[config.mk]
export PLATFORM = sky130hd
export DESIGN_NAME = itlb_dm
export DESIGN_NICKNAME = d
export VERILOG_FILES = /design/src/rtl/itlb_pkg.sv /design/src/rtl/itlb_spr_decode.sv /design/src/rtl/itlb_entry_array.sv /design/src/rtl/itlb_lookup_stage.sv /design/src/rtl/itlb_spr_read.sv /design/src/rtl/itlb_dm.sv
export SDC_FILE = /design/constraint.sdc
export NUM_CORES = 2
export LEC_CHECK = 0
export CAP_MARGIN = 20
export CORE_MARGIN = 2
export CORE_UTILIZATION = 40
export CTS_CLUSTER_SIZE = 25
export DETAILED_ROUTE_END_ITERATION = 8
export GPL_ROUTABILITY_DRIVEN = 0
export PLACE_DENSITY = 0.55
export SLEW_MARGIN = 40
export SYNTH_ARGS = -nofsm -noshare
export SYNTH_HDL_FRONTEND = slang
export SYNTH_SLANG_ARGS = --single-unit
[constraint.sdc]
create_clock -name clk_i -period 2.78 [get_ports clk_i]
set_input_delay 0.834 -clock clk_i [delete_from_list [all_inputs] [get_ports clk_i]]
set_output_delay 0.834 -clock clk_i [all_outputs]
set_load 0.02 [all_outputs]
[src/rtl/itlb_pkg.sv]
`timescale 1ns/1ps
package itlb_pkg;
  parameter int VA_W   = 32;
  parameter int PAGE_W = 13;
  parameter int IDX_W  = 6;
  parameter int SPR_AW = 16;

  localparam int DATA_W  = VA_W;
  localparam int ENTRIES = 1 << IDX_W;
  localparam int VPN_W   = VA_W - PAGE_W;
  localparam int TAG_W   = VPN_W - IDX_W;
  localparam int PPN_W   = VPN_W;
  localparam int TAG_LSB = PAGE_W + IDX_W;

  localparam int VALID_POS = 0;
  localparam int CI_POS    = 1;
  localparam int SXE_POS   = 6;
  localparam int UXE_POS   = 7;

  localparam logic [SPR_AW-1:0] MATCH_BASE = 16'h1200;
  localparam logic [SPR_AW-1:0] XLATE_BASE = 16'h1300;

  typedef struct packed {
    logic             valid;
    logic [TAG_W-1:0] tag;
    logic [PPN_W-1:0] ppn;
    logic             uxe;
    logic             sxe;
    logic             ci;
  } itlb_entry_t;

  typedef enum logic [1:0] {
    WIN_NONE  = 2'd0,
    WIN_MATCH = 2'd1,
    WIN_XLATE = 2'd2
  } spr_win_e;
endpackage

[src/rtl/itlb_spr_decode.sv]
`timescale 1ns/1ps
module itlb_spr_decode
  import itlb_pkg::*;
#(
  parameter logic [SPR_AW-1:0] MBASE = MATCH_BASE,
  parameter logic [SPR_AW-1:0] XBASE = XLATE_BASE
) (
  input  logic [SPR_AW-1:0] addr_i,
  output spr_win_e          win_o,
  output logic [IDX_W-1:0]  idx_o
);
  logic hit_m, hit_x;

  assign hit_m = (addr_i[SPR_AW-1:IDX_W] == MBASE[SPR_AW-1:IDX_W]);
  assign hit_x = (addr_i[SPR_AW-1:IDX_W] == XBASE[SPR_AW-1:IDX_W]);
  assign idx_o = addr_i[IDX_W-1:0];

  always_comb begin
    if (hit_m)      win_o = WIN_MATCH;
    else if (hit_x) win_o = WIN_XLATE;
    else            win_o = WIN_NONE;
  end
endmodule

[src/rtl/itlb_entry_array.sv]
`timescale 1ns/1ps
module itlb_entry_array
  import itlb_pkg::*;
(
  input  logic              clk_i,
  input  logic              rst_ni,
  input  logic              we_match_i,
  input  logic              we_xlate_i,
  input  logic [IDX_W-1:0]  widx_i,
  input  logic [DATA_W-1:0] wdata_i,
  input  logic [IDX_W-1:0]  ridx_a_i,
  output itlb_entry_t       rent_a_o,
  input  logic [IDX_W-1:0]  ridx_b_i,
  output itlb_entry_t       rent_b_o
);
  itlb_entry_t ent [ENTRIES];

  for (genvar g = 0; g < ENTRIES; g++) begin : g_ent
    itlb_entry_t e_q;
    logic        sel;

    assign sel = (widx_i == IDX_W'(g));

    always_ff @(posedge clk_i or negedge rst_ni) begin
      if (!rst_ni) begin
        e_q <= '0;
      end else begin
        if (we_match_i && sel) begin
          e_q.valid <= wdata_i[VALID_POS];
          e_q.tag   <= wdata_i[DATA_W-1 -: TAG_W];
        end
        if (we_xlate_i && sel) begin
          e_q.ppn <= wdata_i[DATA_W-1 -: PPN_W];
          e_q.uxe <= wdata_i[UXE_POS];
          e_q.sxe <= wdata_i[SXE_POS];
          e_q.ci  <= wdata_i[CI_POS];
        end
      end
    end

    assign ent[g] = e_q;
  end

  assign rent_a_o = ent[ridx_a_i];
  assign rent_b_o = ent[ridx_b_i];
endmodule

[src/rtl/itlb_lookup_stage.sv]
`timescale 1ns/1ps
module itlb_lookup_stage
  import itlb_pkg::*;
(
  input  logic              clk_i,
  input  logic              rst_ni,
  input  logic              en_i,
  input  logic [VA_W-1:0]   vaddr_i,
  input  itlb_entry_t       rent_i,
  output logic              hit_o,
  output logic [PPN_W-1:0]  ppn_o,
  output logic              uxe_o,
  output logic              sxe_o,
  output logic              ci_o
);
  itlb_entry_t      ent_q;
  logic [TAG_W-1:0] tag_q;

  // capture entry before any same-edge write lands
  always_ff @(posedge clk_i or negedge rst_ni) begin
    if (!rst_ni) begin
      ent_q <= '0;
      tag_q <= '0;
    end else if (en_i) begin
      ent_q <= rent_i;
      tag_q <= vaddr_i[VA_W-1:TAG_LSB];
    end
  end

  assign hit_o = ent_q.valid && (ent_q.tag == tag_q);
  assign ppn_o = ent_q.ppn;
  assign uxe_o = ent_q.uxe;
  assign sxe_o = ent_q.sxe;
  assign ci_o  = ent_q.ci;
endmodule

[src/rtl/itlb_spr_read.sv]
`timescale 1ns/1ps
module itlb_spr_read
  import itlb_pkg::*;
(
  input  logic              clk_i,
  input  logic              rst_ni,
  input  logic              rd_i,
  input  spr_win_e          win_i,
  input  itlb_entry_t       rent_i,
  output logic [DATA_W-1:0] rdata_o
);
  logic [DATA_W-1:0] word_d, rdata_q;

  always_comb begin
    word_d = '0;
    unique case (win_i)
      WIN_MATCH: begin
        word_d[VALID_POS]           = rent_i.valid;
        word_d[DATA_W-1 -: TAG_W]   = rent_i.tag;
      end
      WIN_XLATE: begin
        word_d[DATA_W-1 -: PPN_W]   = rent_i.ppn;
        word_d[UXE_POS]             = rent_i.uxe;
        word_d[SXE_POS]             = rent_i.sxe;
        word_d[CI_POS]              = rent_i.ci;
      end
      default: word_d = '0;
    endcase
  end

  always_ff @(posedge clk_i or negedge rst_ni) begin
    if (!rst_ni)   rdata_q <= '0;
    else if (rd_i) rdata_q <= word_d;
  end

  assign rdata_o = rdata_q;
endmodule

[src/rtl/itlb_dm.sv]
`timescale 1ns/1ps
module itlb_dm
  import itlb_pkg::*;
(
  input  logic              clk_i,
  input  logic              rst_ni,
  input  logic              lkp_en_i,
  input  logic [VA_W-1:0]   lkp_vaddr_i,
  output logic              hit_o,
  output logic [PPN_W-1:0]  ppn_o,
  output logic              uxe_o,
  output logic              sxe_o,
  output logic              ci_o,
  input  logic              spr_cs_i,
  input  logic              spr_we_i,
  input  logic [SPR_AW-1:0] spr_addr_i,
  input  logic [DATA_W-1:0] spr_wdata_i,
  output logic [DATA_W-1:0] spr_rdata_o
);
  spr_win_e         win;
  logic [IDX_W-1:0] spr_idx;
  logic [IDX_W-1:0] lkp_idx;
  itlb_entry_t      lkp_ent, spr_ent;
  logic             we_m, we_x, rd;

  assign lkp_idx = lkp_vaddr_i[PAGE_W +: IDX_W];
  assign we_m    = spr_cs_i && spr_we_i && (win == WIN_MATCH);
  assign we_x    = spr_cs_i && spr_we_i && (win == WIN_XLATE);
  assign rd      = spr_cs_i && !spr_we_i;

  itlb_spr_decode u_dec (
    .addr_i (spr_addr_i),
    .win_o  (win),
    .idx_o  (spr_idx)
  );

  itlb_entry_array u_arr (
    .clk_i      (clk_i),
    .rst_ni     (rst_ni),
    .we_match_i (we_m),
    .we_xlate_i (we_x),
    .widx_i     (spr_idx),
    .wdata_i    (spr_wdata_i),
    .ridx_a_i   (lkp_idx),
    .rent_a_o   (lkp_ent),
    .ridx_b_i   (spr_idx),
    .rent_b_o   (spr_ent)
  );

  itlb_lookup_stage u_lkp (
    .clk_i   (clk_i),
    .rst_ni  (rst_ni),
    .en_i    (lkp_en_i),
    .vaddr_i (lkp_vaddr_i),
    .rent_i  (lkp_ent),
    .hit_o   (hit_o),
    .ppn_o   (ppn_o),
    .uxe_o   (uxe_o),
    .sxe_o   (sxe_o),
    .ci_o    (ci_o)
  );

  itlb_spr_read u_rd (
    .clk_i   (clk_i),
    .rst_ni  (rst_ni),
    .rd_i    (rd),
    .win_i   (win),
    .rent_i  (spr_ent),
    .rdata_o (spr_rdata_o)
  );
endmodule

# ---- Word-level counts from Yosys, hierarchy flattened
# Cells that the tools add are included.
# W data, S select, Z words.
dict set report classes {
  reduce_logical 135
  n_eq_ne 68
  n_lt_le_gt_ge 2
  bitwise 2
  mux 13
}
# operator count
set ops {}
lappend ops {{$bmux W36 S6} 2}
lappend ops {{$eq A6 B6 Y1 const B} 32}
lappend ops {{$mux W36} 4}
lappend ops {{$logic_and A1 B1 Y1} 133}
lappend ops {{$eq A6 B5 Y1 const B} 16}
lappend ops {{$eq A6 B4 Y1 const B} 8}
lappend ops {{$pmux W13 S2} 1}
lappend ops {{$eq A6 B3 Y1 const B} 4}
lappend ops {{$eq A10 B7 Y1 const B} 2}
lappend ops {{$ge A7 B7 Y1 const B} 2}
lappend ops {{$not A6 Y7} 2}
lappend ops {{$eq A13 B13 Y1} 1}
lappend ops {{$eq A6 B2 Y1 const B} 2}
lappend ops {{$eq A6 B1 Y1 const B} 1}
lappend ops {{$logic_not A6 Y1} 1}
lappend ops {{$mux W2} 3}
lappend ops {{$mux W6} 1}
lappend ops {{$eq A2 B1 Y1 const B} 1}
lappend ops {{$eq A2 B2 Y1 const B} 1}
lappend ops {{$mux W1} 2}
lappend ops {{$logic_not A1 Y1} 1}
dict set report word_totals {
  regBits 2376
  elab_cells 612
  inputBits 85
  output_inout_bits 55
}

# ---- Logic depth before layout (Yosys ltp)
dict set report depth {
  ltp_word 6
  ltp_mapped 10
}

# ---- Cells and area by module
# From an unflattened synthesis, not the netlist that was laid out.
dict set report hier_totals {
  cells_unflattened 8247
  area_unflattened_um2 125318.9
}
# module cells_per_inst area_each_um2 n_inst seq_area_each_um2
set modules_own_cells {}
lappend modules_own_cells {itlb_entry_array 7978 121845.6 1 57655.3}
lappend modules_own_cells {itlb_lookup_stage 140 2149.6 1 1226.2}
lappend modules_own_cells {itlb_spr_read 115 1203.7 1 575.6}
lappend modules_own_cells {itlb_spr_decode 11 92.6 1 0.0}
lappend modules_own_cells {itlb_dm 3 27.5 1 0.0}

# ---- Worst setup path before layout
# No wires, ideal clock.
dict set report synth_timing {
  path_kind {in2reg}
  startpoint {input lkp_vaddr_i[13]}
  endpoint {register u_lkp.ent_q, in the netlist u_lkp.ppn_o[10]}
  path_slack_ns -0.495
  stages 8
  path_buffers 3
  setup_time_ns 0.133
  arrival_ns 3.142
  path_cell_list {buf_2 buf_2 buf_1 mux4_2 mux4_2 mux2_2 a22oi_1 o21ai_0}
}
dict set report synth_between {
  elab_chain_len 4
}
# item line_no
set synth_rtl {}
lappend synth_rtl {{start: declaration} itlb_dm.sv:8} ;# input logic [VA_W-1:0] lkp_vaddr_i,
lappend synth_rtl {{$not A6 Y7 (implied by the code)} itlb_entry_array.sv:44} ;# assign rent_a_o = ent[ridx_a_i];
lappend synth_rtl {{$bmux W36 S6} itlb_entry_array.sv:44}
lappend synth_rtl {{$mux W36 (implied by the code) (2 in series)} itlb_entry_array.sv:44}
lappend synth_rtl {{end signal: assignment} itlb_lookup_stage.sv:25} ;# ent_q <= rent_i;
lappend synth_rtl {{end: declaration} itlb_lookup_stage.sv:16} ;# itlb_entry_t ent_q;
# No other way between the ends. The select of a mux whose other input is x is not followed.
# A chain may end at the register's enable or synchronous reset.

# ---- Final worst setup path
dict set report layout_timing {
  startpoint {register u_lkp.tag_q[9]}
  endpoint {output hit_o}
}
dict set report layout_between {
  elab_chain_len 2
}
# item line_no
set layout_rtl {}
lappend layout_rtl {{start: declaration} itlb_lookup_stage.sv:17} ;# logic [TAG_W-1:0] tag_q;
lappend layout_rtl {{start signal: assignment} itlb_lookup_stage.sv:26} ;# tag_q <= vaddr_i[VA_W-1:TAG_LSB];
lappend layout_rtl {{$eq A13 B13 Y1} itlb_lookup_stage.sv:30} ;# assign hit_o = ent_q.valid && (ent_q.tag == tag_q);
lappend layout_rtl {{$logic_and A1 B1 Y1} itlb_lookup_stage.sv:30}
lappend layout_rtl {{end: declaration} itlb_dm.sv:9} ;# output logic hit_o,
# No other way between the ends.

==> metrics <==
RSZ-0062 raised after global routing yes; Cell Rows 206; end of the worst hold path u_arr.ent[2221]$_DFFE_PN0P_; worst hold stages 2; number of remaining DRC errors 0; WP data arrival ~2.1 ns; Cells after Synth roughly 7.6k; Ports between 100 and 150; violated checks negative setup slack; top cells by count, synth 2376 x dfrtp_1, 1875 x mux2_2, 1408 x mux4_2, 464 x mux2_1, 432 x clkbuf_1; cell with the most instances after synthesis dfrtp_1; max frequency roughly 340 MHz; slowest CP cell dfrtp_1; Detail Route Antenna Nets 0; R2R Setup Slk ~0.19 ns; status finished, violations left; crit share post-route 106%; Setup-failing EPs final 1; crit path max fanout 2; share of cells above drive strength 1 just under 60%; clock latency on the worst-skew pair approximately 0.87 ns; Critical R2R Capture u_rd.rdata_o[26]$_DFFE_PN0P_; flops & latches, synth 2376; relative slew slack ~46%; TritonCTS clock tree yes; Clock Sink Count 2376; initial antenna violation count 22; EDFF count, synth 0; clock root cell clkbuf_16; crit path capture type output port; Pwr per Cell Area between 500 and 600 nW/um2; Routed WL roughly 440 mm; largest net degree at the start of global routing 129; first-pass GRT wire length around 630 mm; Slew Viols, Final 0; Synth area leaders dfrtp_1 47%, mux4_2 25%, mux2_2 17%; Wirelength per Cell between 30 and 40 um; Critical Path Source Type flip-flop; DR pass1 iterations 5; Final Hold Vio Count 0; Worst-Margin Slew approximately 0.80 ns; DRT iter0 DRCs approximately 7.7k; total negative slack -0.174 ns; DP HPWL ~300 mm; Global Route Usage Sum between 20% and 30%; ys flop type dfrtp_1; Synth area leader dfrtp_1; sequential area share after synthesis 47.2%; Critical path origin u_lkp.tag_q[9]$_DFFE_PN0P_; Static Leak approximately 69 nW; vias in the first global route around 81k; R2R depth 6; max-cap violations 0; via/cell ratio roughly 6.3; Area Growth Syn to Fin 19.1%; Final nets 8184; Final WS setup -0.174 ns; Post-Synthesis Cell Area 126000 um2; Distinct cells, synth 50; Setup CP Type flip-flop to output port; maximum clock insertion buffer count 4; Die Height 565 um; Layout Utilization between 40% and 50%; crit-path cells xor2_1 > nor4_1 > nand3_1 > nor3_2 > buf_4; Worst-path clk slew around 0.06 ns; number of buffers inserted by port buffering about 110; Hold WC Path Type primary input to flip-flop; WP data required roughly 2 ns; hold path start spr_wdata_i[22]; Final min period just under 3 ns; reg2reg start u_arr.ent[1276]$_DFFE_PN0P_; Starting Density approximately 40%; Clock Skews 0.0500 ns; H-tree levels 5; core area about 310000 um2; Die X approximately 570 um; Die Area about 320000 um2; total number of vias a little under 80k; slowest stage delay, CP 0.40 ns; VDD IR max 505 uV; Num CTS Buffers 280; grt total ovfl 0; Synth top area share about 47%; Synthesis Warnings 0; hold_ws between 0.3 and 0.4 ns; Syn Area/Cell 16.6 um2; Synth async-reset ratio between 90% and 100%
-- layout by cell type (no fill, tap or decap), types with 12 or more instances in the layout --
cell | Yosys | final
nand2_1 | 58 | 45
mux2_4 | 50 | 84
a21oi_1 | 41 | 41
nor2_1 | 46 | 20
clkbuf_8 | 0 | 68
o21ai_1 | 0 | 45
buf_4 | 134 | 563
dfrtp_1 | 2376 | 2369
nor2_2 | 31 | 20
buf_12 | 1 | 372
mux2_1 | 464 | 464
nor2_4 | 9 | 46
nand2_2 | 38 | 51
mux2_2 | 1875 | 1841
buf_16 | 0 | 18
inv_1 | 45 | 45
bufinv_16 | 0 | 12
clkinv_2 | 0 | 36
clkbuf_1 | 432 | 65
a22oi_1 | 120 | 116
clkbuf_16 | 0 | 294
dlygate4sd2_1 | 0 | 18
buf_6 | 47 | 17
mux4_2 | 1408 | 1408
clkdlybuf4s50_1 | 0 | 46
-- final cells by class --
cell class              instances  area (um2)
well taps                    4160        5200
multi-input cells            4329       62800
diodes                          5        12.5
fillers                     26600      164000
flip-flops and latches       2376       59500
repair buffers               1067       13400
clock buffers                 419        8350
clock inverters                63         711
inverters                      45         169
-- flip-flops by register name (all words and copies together), names as in the netlist --
name,cells
u_arr.ent,2304
u_lkp.ci_o,1
u_lkp.ent_q,14
u_lkp.ppn_o,19
u_lkp.sxe_o,1
u_lkp.tag_q,13
u_lkp.uxe_o,1
u_rd.rdata_o,23
-- how the worst max path moves through the flow --
stage	slack, ns	cells past startpoint	endpoint
finish	-0.17	5	hit_o
global route	-0.31	5	hit_o
CTS	-0.25	5	hit_o
detailed placement	-1.22	9	u_rd.rdata_o[28]$_DFFE_PN0P_
global placement	-1.24	9	u_rd.rdata_o[28]$_DFFE_PN0P_
floorplan	-0.30	7	u_arr.ent[1320]$_DFFE_PN0P_
-- cell families (layout without fill, tap and decap cells) --
logic type / Yosys count / count (layout) / synth area share [%]
multiplexers: 3806 / 3806 / 46.7
XOR/XNOR: 13 / 13 / 0.0903
other: 1 / 14 / 0.00297
flip-flops: 2376 / 2376 / 47.2
AO/OA/AOI/OAI: 249 / 249 / 1.34
buffers and inverters: 906 / 1594 / 3.57
AND/OR/NAND/NOR: 251 / 252 / 1.12
-- where the power goes --
| part | leakage, nW | switching [mW] | internal [mW] | total [mW] |
|---|---|---|---|---|
| Clock | 4.48 | 15.1 | 21.8 | 36.9 |
| Sequential | 33.2 | 0.0208 | 34.6 | 34.6 |
| Combinational | 31.3 | 3.21 | 1.93 | 5.15 |
| Total | 69.0 | 18.3 | 58.4 | 76.7 |
-- what timing repair did --
item,4_1_cts,5_1_grt
endpoints found under the hold margin,23,0
gates cloned,8,7
gates resized for setup,75,69
pin swaps,11,6
buffers inserted,16,23
hold buffers,1,0
setup endpoints to repair,2073,53
-- metal layers --
metal / GRT usage, % / wire [um] / vias to the layer above
met4: 13.2 / 25000 / 8
met5: 0 / 46 / -
li1: - / - / 30800
met2: 42.9 / 204000 / 3130
met1: 38.6 / 186000 / 43400
met3: 4.43 / 28000 / 765
-- per-stage QoR --
| step | power (mW) | cells | instance area (um2) | setup slack (ns) |
|---|---|---|---|---|
| 5_1_grt | 79.1 | 12500 | 150000 | -0.315 |
| 2_1_floorplan | 37.8 | 7610 | 128000 | -0.295 |
| 3_5_place_dp | 40.4 | 11900 | 140000 | -1.22 |
| 6_report | 76.7 | 12500 | 150000 | -0.174 |
| 4_1_cts | 77.4 | 12400 | 149000 | -0.248 |
| 3_3_place_gp | 40.3 | 11900 | 140000 | -1.24 |
-- worst max-delay path: cells and delay by family, from the launching register on --
kind / cells / cell delay (ns)
flops: 1 / 0.40
buf+inv: 1 / 0.17
simple gates: 3 / 0.56
xor+xnor: 1 / 0.16
Note: power is estimated with default switching activity, not from simulation.
